$ cat src/rtl/flash_gate_pkg.sv
package flash_gate_pkg;

    typedef enum logic [1:0] {
        OP_READ       = 2'b00,
        OP_WRITE      = 2'b01,
        OP_PAGE_ERASE = 2'b10,
        OP_MASS_ERASE = 2'b11
    } fop_e;

    typedef enum logic [2:0] {
        ST_BOOT_RD,
        ST_BOOT_CAP,
        ST_IDLE,
        ST_EXEC,
        ST_RDWAIT,
        ST_RESP
    } gate_state_e;

    typedef struct packed {
        logic reject;
        logic arr_go;
        logic from_opt;
        logic force_ones;
    } verdict_t;

endpackage

$ cat src/rtl/sec_policy.sv
module sec_policy
    import flash_gate_pkg::*;
#(
    parameter int ADDR_W = 15
) (
    input  fop_e             op,
    input  logic [ADDR_W:0]  addr,
    input  logic             internal,
    input  logic             secured,
    input  logic             opt_prog,
    output verdict_t         verdict
);
    localparam logic [ADDR_W:0] OPT_ADDR   = {1'b0, {ADDR_W{1'b1}}};
    localparam logic [ADDR_W:0] ALIAS_ADDR = {(ADDR_W+1){1'b1}};

    logic in_range, is_alias, is_opt, guarded;

    always_comb begin
        in_range = ~addr[ADDR_W];
        is_alias = (addr == ALIAS_ADDR);
        is_opt   = (addr == OPT_ADDR);
        guarded  = secured && !internal;
    end

    always_comb begin
        verdict = '0;
        unique case (op)
            OP_READ: begin
                if (is_alias)       verdict.from_opt   = 1'b1;
                else if (!in_range) verdict.reject     = 1'b1;
                else if (guarded)   verdict.force_ones = 1'b1;
                else                verdict.arr_go     = 1'b1;
            end
            OP_WRITE: begin
                if (!in_range || guarded)  verdict.reject = 1'b1;
                else if (is_opt && opt_prog) verdict.reject = 1'b1;
                else                       verdict.arr_go = 1'b1;
            end
            OP_PAGE_ERASE: begin
                if (!in_range || guarded) verdict.reject = 1'b1;
                else                      verdict.arr_go = 1'b1;
            end
            OP_MASS_ERASE: verdict.arr_go = 1'b1;
            default:       verdict.reject = 1'b1;
        endcase
    end
endmodule

$ cat src/rtl/opt_shadow.sv
module opt_shadow #(
    parameter int DATA_W = 8
) (
    input  logic              clk,
    input  logic              rst_n,
    input  logic              load_en,
    input  logic [DATA_W-1:0] load_val,
    input  logic              wr_en,
    input  logic [DATA_W-1:0] wr_val,
    input  logic              clr_en,
    output logic [DATA_W-1:0] opt_q,
    output logic              prog_q
);
    localparam logic [DATA_W-1:0] ERASED = {DATA_W{1'b1}};

    always_ff @(posedge clk or negedge rst_n) begin
        if (!rst_n) begin
            opt_q  <= ERASED;
            prog_q <= 1'b0;
        end else if (load_en) begin
            opt_q  <= load_val;
            prog_q <= (load_val != ERASED);
        end else if (clr_en) begin
            opt_q  <= ERASED;
            prog_q <= 1'b0;
        end else if (wr_en) begin
            opt_q  <= wr_val;
            prog_q <= 1'b1;
        end
    end
endmodule

$ cat src/rtl/flash_sec_gate.sv
module flash_sec_gate
    import flash_gate_pkg::*;
#(
    parameter int ADDR_W   = 15,
    parameter int PAGE_W   = 7,
    parameter int DATA_W   = 8,
    parameter int SEC_BIT  = 5,
    parameter int BOOT_BIT = 0
) (
    input  logic              clk,
    input  logic              rst_n,
    input  logic              cmd_valid,
    output logic              cmd_ready,
    input  logic [1:0]        cmd_op,
    input  logic [ADDR_W:0]   cmd_addr,
    input  logic [DATA_W-1:0] cmd_wdata,
    input  logic              cmd_internal,
    output logic              rsp_done,
    output logic              rsp_reject,
    output logic [DATA_W-1:0] rsp_rdata,
    output logic              arr_rd,
    output logic              arr_wr,
    output logic              arr_page_erase,
    output logic              arr_mass_erase,
    output logic [ADDR_W-1:0] arr_addr,
    output logic [DATA_W-1:0] arr_wdata,
    input  logic [DATA_W-1:0] arr_rdata,
    output logic              secured,
    output logic              boot_from_flash
);
    localparam logic [ADDR_W:0]   OPT_ADDR  = {1'b0, {ADDR_W{1'b1}}};
    localparam logic [ADDR_W-1:0] OPT_ARR   = {ADDR_W{1'b1}};
    localparam int                PG_IDX_W  = ADDR_W - PAGE_W;
    localparam logic [PG_IDX_W-1:0] LAST_PG = {PG_IDX_W{1'b1}};
    localparam logic [DATA_W-1:0] ALL_ONES  = {DATA_W{1'b1}};

    gate_state_e       state_q, state_d;
    fop_e              ctx_op;
    logic [ADDR_W:0]   ctx_addr;
    logic [DATA_W-1:0] ctx_wdata;
    logic              ctx_int;
    verdict_t          ctx_v, verdict;
    logic [DATA_W-1:0] rdata_q;
    logic [DATA_W-1:0] opt_q;
    logic              opt_prog;
    logic              accept;
    logic              exec_go;
    logic              opt_wr, opt_clr;

    assign accept  = (state_q == ST_IDLE) && cmd_valid;
    assign exec_go = (state_q == ST_EXEC) && ctx_v.arr_go;
    assign opt_wr  = exec_go && (ctx_op == OP_WRITE) && (ctx_addr == OPT_ADDR);
    assign opt_clr = exec_go && ((ctx_op == OP_MASS_ERASE) ||
                     ((ctx_op == OP_PAGE_ERASE) && (ctx_addr[ADDR_W-1:PAGE_W] == LAST_PG)));

    assign secured         = opt_prog && opt_q[SEC_BIT];
    assign boot_from_flash = opt_prog && opt_q[BOOT_BIT];

    sec_policy #(.ADDR_W(ADDR_W)) u_policy (
        .op       (fop_e'(cmd_op)),
        .addr     (cmd_addr),
        .internal (cmd_internal),
        .secured  (secured),
        .opt_prog (opt_prog),
        .verdict  (verdict)
    );

    opt_shadow #(.DATA_W(DATA_W)) u_opt (
        .clk      (clk),
        .rst_n    (rst_n),
        .load_en  (state_q == ST_BOOT_CAP),
        .load_val (arr_rdata),
        .wr_en    (opt_wr),
        .wr_val   (ctx_wdata),
        .clr_en   (opt_clr),
        .opt_q    (opt_q),
        .prog_q   (opt_prog)
    );

    // state register
    always_ff @(posedge clk or negedge rst_n) begin
        if (!rst_n) state_q <= ST_BOOT_RD;
        else        state_q <= state_d;
    end

    always_comb begin
        state_d = state_q;
        unique case (state_q)
            ST_BOOT_RD:  state_d = ST_BOOT_CAP;
            ST_BOOT_CAP: state_d = ST_IDLE;
            ST_IDLE:     if (accept) state_d = ST_EXEC;
            ST_EXEC:     state_d = (ctx_op == OP_READ && ctx_v.arr_go) ? ST_RDWAIT : ST_RESP;
            ST_RDWAIT:   state_d = ST_RESP;
            ST_RESP:     state_d = ST_IDLE;
            default:     state_d = ST_BOOT_RD;
        endcase
    end

    // command context and response data
    always_ff @(posedge clk or negedge rst_n) begin
        if (!rst_n) begin
            ctx_op    <= OP_READ;
            ctx_addr  <= '0;
            ctx_wdata <= '0;
            ctx_int   <= 1'b0;
            ctx_v     <= '0;
            rdata_q   <= ALL_ONES;
        end else begin
            if (accept) begin
                ctx_op    <= fop_e'(cmd_op);
                ctx_addr  <= cmd_addr;
                ctx_wdata <= cmd_wdata;
                ctx_int   <= cmd_internal;
                ctx_v     <= verdict;
            end
            if (state_q == ST_EXEC) begin
                if (ctx_v.from_opt)                         rdata_q <= opt_q;
                else if (ctx_v.force_ones || ctx_v.reject)  rdata_q <= ALL_ONES;
            end else if (state_q == ST_RDWAIT) begin
                rdata_q <= arr_rdata;
            end
        end
    end

    // outputs
    always_comb begin
        cmd_ready      = 1'b0;
        rsp_done       = 1'b0;
        arr_rd         = 1'b0;
        arr_wr         = 1'b0;
        arr_page_erase = 1'b0;
        arr_mass_erase = 1'b0;
        arr_addr       = ctx_addr[ADDR_W-1:0];
        arr_wdata      = ctx_wdata;
        unique case (state_q)
            ST_BOOT_RD: begin
                arr_rd   = 1'b1;
                arr_addr = OPT_ARR;
            end
            ST_IDLE: cmd_ready = 1'b1;
            ST_EXEC: begin
                if (ctx_v.arr_go) begin
                    unique case (ctx_op)
                        OP_READ:       arr_rd         = 1'b1;
                        OP_WRITE:      arr_wr         = 1'b1;
                        OP_PAGE_ERASE: arr_page_erase = 1'b1;
                        OP_MASS_ERASE: arr_mass_erase = 1'b1;
                        default:       arr_rd         = 1'b0;
                    endcase
                end
            end
            ST_RESP: rsp_done = 1'b1;
            default: cmd_ready = 1'b0;
        endcase
    end

    assign rsp_reject = rsp_done && ctx_v.reject;
    assign rsp_rdata  = rdata_q;

endmodule

$ cat config.mk
export PLATFORM = sky130hd
export DESIGN_NAME = flash_sec_gate
export DESIGN_NICKNAME = d
export VERILOG_FILES = /design/src/rtl/flash_gate_pkg.sv /design/src/rtl/sec_policy.sv /design/src/rtl/opt_shadow.sv /design/src/rtl/flash_sec_gate.sv
export SDC_FILE = /design/constraint.sdc
export NUM_CORES = 1
export LEC_CHECK = 0
export BUFFER_PORTS_ARGS = -buffer_cell sky130_fd_sc_hd__buf_2
export CORE_ASPECT_RATIO = 1.25
export CORE_MARGIN = 2
export CORE_UTILIZATION = 40
export CTS_CLUSTER_SIZE = 8
export DETAILED_ROUTE_END_ITERATION = 6
export REMOVE_ABC_BUFFERS = 1
export SETUP_SLACK_MARGIN = 0.4
export SLEW_MARGIN = 20
export SYNTH_ARGS = -nofsm -noshare
export SYNTH_HDL_FRONTEND = slang
export SYNTH_SLANG_ARGS = --single-unit
$ cat constraint.sdc
create_clock -name clk -period 3.27 [get_ports clk]
set_clock_uncertainty 0.15 [all_clocks]
set_input_delay 0 -clock clk [delete_from_list [all_inputs] [get_ports clk]]
set_output_delay 0 -clock clk [all_outputs]
set_load 0.02 [all_outputs]
==> flow_metrics.env <==
export IMPL_power_density_nw_per_um2=953.6
export IMPL_ys_seq_area_frac=0.4827
export IMPL_wl_mm=6.569
export IMPL_critPathKind="reg2reg"
export IMPL_dp_hpwl_mm=4.667
export IMPL_pre_cts_ws_ns=0.8282
export IMPL_drt_antenna_violating_nets=0
export IMPL_cts_buffer_depth=2
export IMPL_tightest_slew_ns=0.6727
export IMPL_layout_nets=383
export IMPL_synth_cell_type_count=45
export IMPL_endpoint_kind="flip-flop"
export IMPL_clock_sinks=50
export IMPL_gp_congestion=0.8814
export IMPL_ir_drop_mv=0.6194
export IMPL_synth_flop_cell="dfrtp_1"
export IMPL_htree_num_levels=2
export IMPL_post_cts_buffers=0
export IMPL_overflow=0
export IMPL_numCtsBuffers=5
export IMPL_finalSetupViolCount=0
export IMPL_yosys_top_cells_count="34 x dfrtp_1, 24 x mux2_2, 18 x nand3_1"
export IMPL_yosysWarnings=0
export IMPL_wl_met1_mm=2.710
export IMPL_syn_avg_cell_area_um2=11.21
export IMPL_finalCriticalPeriod_ns=2.459
export IMPL_fp_dieW_um=76.58
export IMPL_wl_met3_um=338
export IMPL_cts_root_buf="clkbuf_8"
export IMPL_drv_slew=0
export IMPL_wl_per_cell_um=15.17
export IMPL_critPathMaxFanout=23
export IMPL_via_per_inst=5.157
export IMPL_highest_layer="met4"
export IMPL_synth_edff_count=0
export IMPL_grt_pass1_vias=2249
export IMPL_dr_pass1_iters=4
export IMPL_synthArstFlopShare=1.000
export IMPL_rrSetupSlack_ns=0.81
export IMPL_rsz0062_at_grt="false"
export IMPL_synth_most_common_cell="dfrtp_1"
export IMPL_die_area_um2=7253
export IMPL_grt_pass1_wl_mm=10.76
export IMPL_p_total_mw=3.366
export IMPL_p_leak_nw=1.578
export IMPL_fin_util=0.5445
export IMPL_maxCapViolCount=0
export IMPL_rows=33
export IMPL_syn_cell_area_um2=2634
export IMPL_drive_above_1_share=0.4624
export IMPL_die_height_um=94.72
export IMPL_port_buffer_count=77
export IMPL_yosys_register_bits=50
export IMPL_synthTopCellsByArea="dfrtp_1 32%, dfstp_2 16%, mux2_2 10%, o311ai_2 4.3%, or2_2 3.6%"
export IMPL_finalInstanceArea_um2=3530
export IMPL_ioPinCount=78
export IMPL_cts_clk_slew_worst_paths_ns=0.10
export IMPL_crit_path_start_kind="flip-flop"
export IMPL_drc=0
export IMPL_tns_ns=0
export IMPL_timing_final_ws_setup_ns=0.8107
export IMPL_vias=2233
export IMPL_antenna_found_initial=0
export IMPL_max_slew_margin=0.5474
export IMPL_antenna_cells=0
export IMPL_worstHoldPathType="in2async"
export IMPL_grt_max_degree=34
export IMPL_yosys_area_top_type_share=0.3230
export IMPL_drt_iter0_markers=103
export IMPL_timing_rr_start="state_q[2]"
export IMPL_hold_viol_final=0
export IMPL_start_util=0.4063
export IMPL_core_um2=6482
export IMPL_clk_latency_ns=0.30
export IMPL_cp_arrival_ns=2.51
export IMPL_finalCritPeriodShare=0.7521
export IMPL_required_ns=3.32
export IMPL_yosysTopAreaCell="dfrtp_1"
export IMPL_status="finished clean"
export IMPL_synth_cells=235
export IMPL_met2_wirelength_mm=3.450
export IMPL_r2r_cells=4
export IMPL_syn2layout_area_growth_pct=34.01
export IMPL_placed_area_um2=3074
export IMPL_grtUsageTotal=0.1886
export IMPL_cts_tree="built"
export IMPL_fmax_mhz=406.6
export IMPL_r2r_end="u_opt.opt_q[2]"
## layout make-up
class / instances / area, um2
fill: 601 / 2953
sequential: 50 / 1271
multi-input combinational: 160 / 1241
timing repair buffer: 116 / 768.2
tap: 87 / 108.9
clock buffer: 6 / 82.58
inverter: 12 / 45.04
clock inverter: 2 / 12.51
## metal layers
metal | global-route usage | vias to the layer above
li1 | - | 1082
met1 | 0.2177 | 1068
met2 | 0.3577 | 77
met3 | 0.03920 | 6
met4 | 0.04545 | 0
met5 | 0 | -
## report_power, final
part           total, mW  switching, mW  internal, mW  leakage [nW]
logic               1.75          0.978         0.772         0.954
clock network      0.376          0.206         0.170        0.0472
registers           1.24          0.240          1.00         0.577
## flip-flops by register name (all words and copies together) (netlist names)
signal / count
ctx_addr: 16
u_opt.prog_q: 1
ctx_v: 4
ctx_op: 2
arr_wdata: 8
state_q: 3
rsp_rdata: 8
u_opt.opt_q: 8
## worst max-delay path, stage by stage (launching register included)
cell and delay [ns]:
dfrtp_1 0.54, and3b_4 0.54, and4b_1 0.48, and2_1 0.52, o311ai_2 0.13
## logic make-up (layout without fill, tap and decap cells)
group | count (synthesis) | after routing | share of synthesized area
AOI/OAI and AO/OA | 45 | 45 | 0.1530
buffers and inverters | 25 | 136 | 0.04608
DFF | 50 | 50 | 0.4827
muxes | 26 | 26 | 0.1112
and+or+nand+nor | 89 | 89 | 0.2071
## how the worst max path moves through the flow
stage	start	end	slack (ns)	cells past startpoint
2_1_floorplan	state_q[2]	u_opt.opt_q[0]	0.98	4
3_3_place_gp	state_q[2]	u_opt.opt_q[7]	0.88	4
3_5_place_dp	state_q[2]	u_opt.opt_q[2]	0.83	4
4_1_cts	state_q[2]	u_opt.opt_q[2]	0.83	4
5_1_grt	state_q[2]	u_opt.opt_q[7]	0.70	4
6_report	state_q[2]	u_opt.opt_q[2]	0.81	4
## metrics by stage
step | std cells | hold slack [ns]
2_1_floorplan | 222 | -0.4456
3_3_place_gp | 389 | -0.1014
3_5_place_dp | 389 | -0.1007
4_1_cts | 433 | 0.1001
5_1_grt | 433 | 0.1316
6_report | 433 | 0.08494
## layout by cell type, fill, tap and decap left out, types with 4 or more instances in the layout
cell type	count
o311ai_0	4
mux2_2	24
nor2_1	6
and2_1	4
or2_2	15
nand3_1	18
dfstp_2	16
dfrtp_1	34
clkbuf_8	6
dlygate4sd3_1	36
o21ai_1	7
buf_2	77
nand2_1	11
o311ai_2	7
nand2b_1	8
o21ai_0	12
inv_1	12
nand4_1	11
## repair_timing
action                    4_1_cts  5_1_grt
gates resized for setup         0        0
hold endpoints to repair       70        0
hold buffers                   36        0
(Power assumes the default switching activity.)
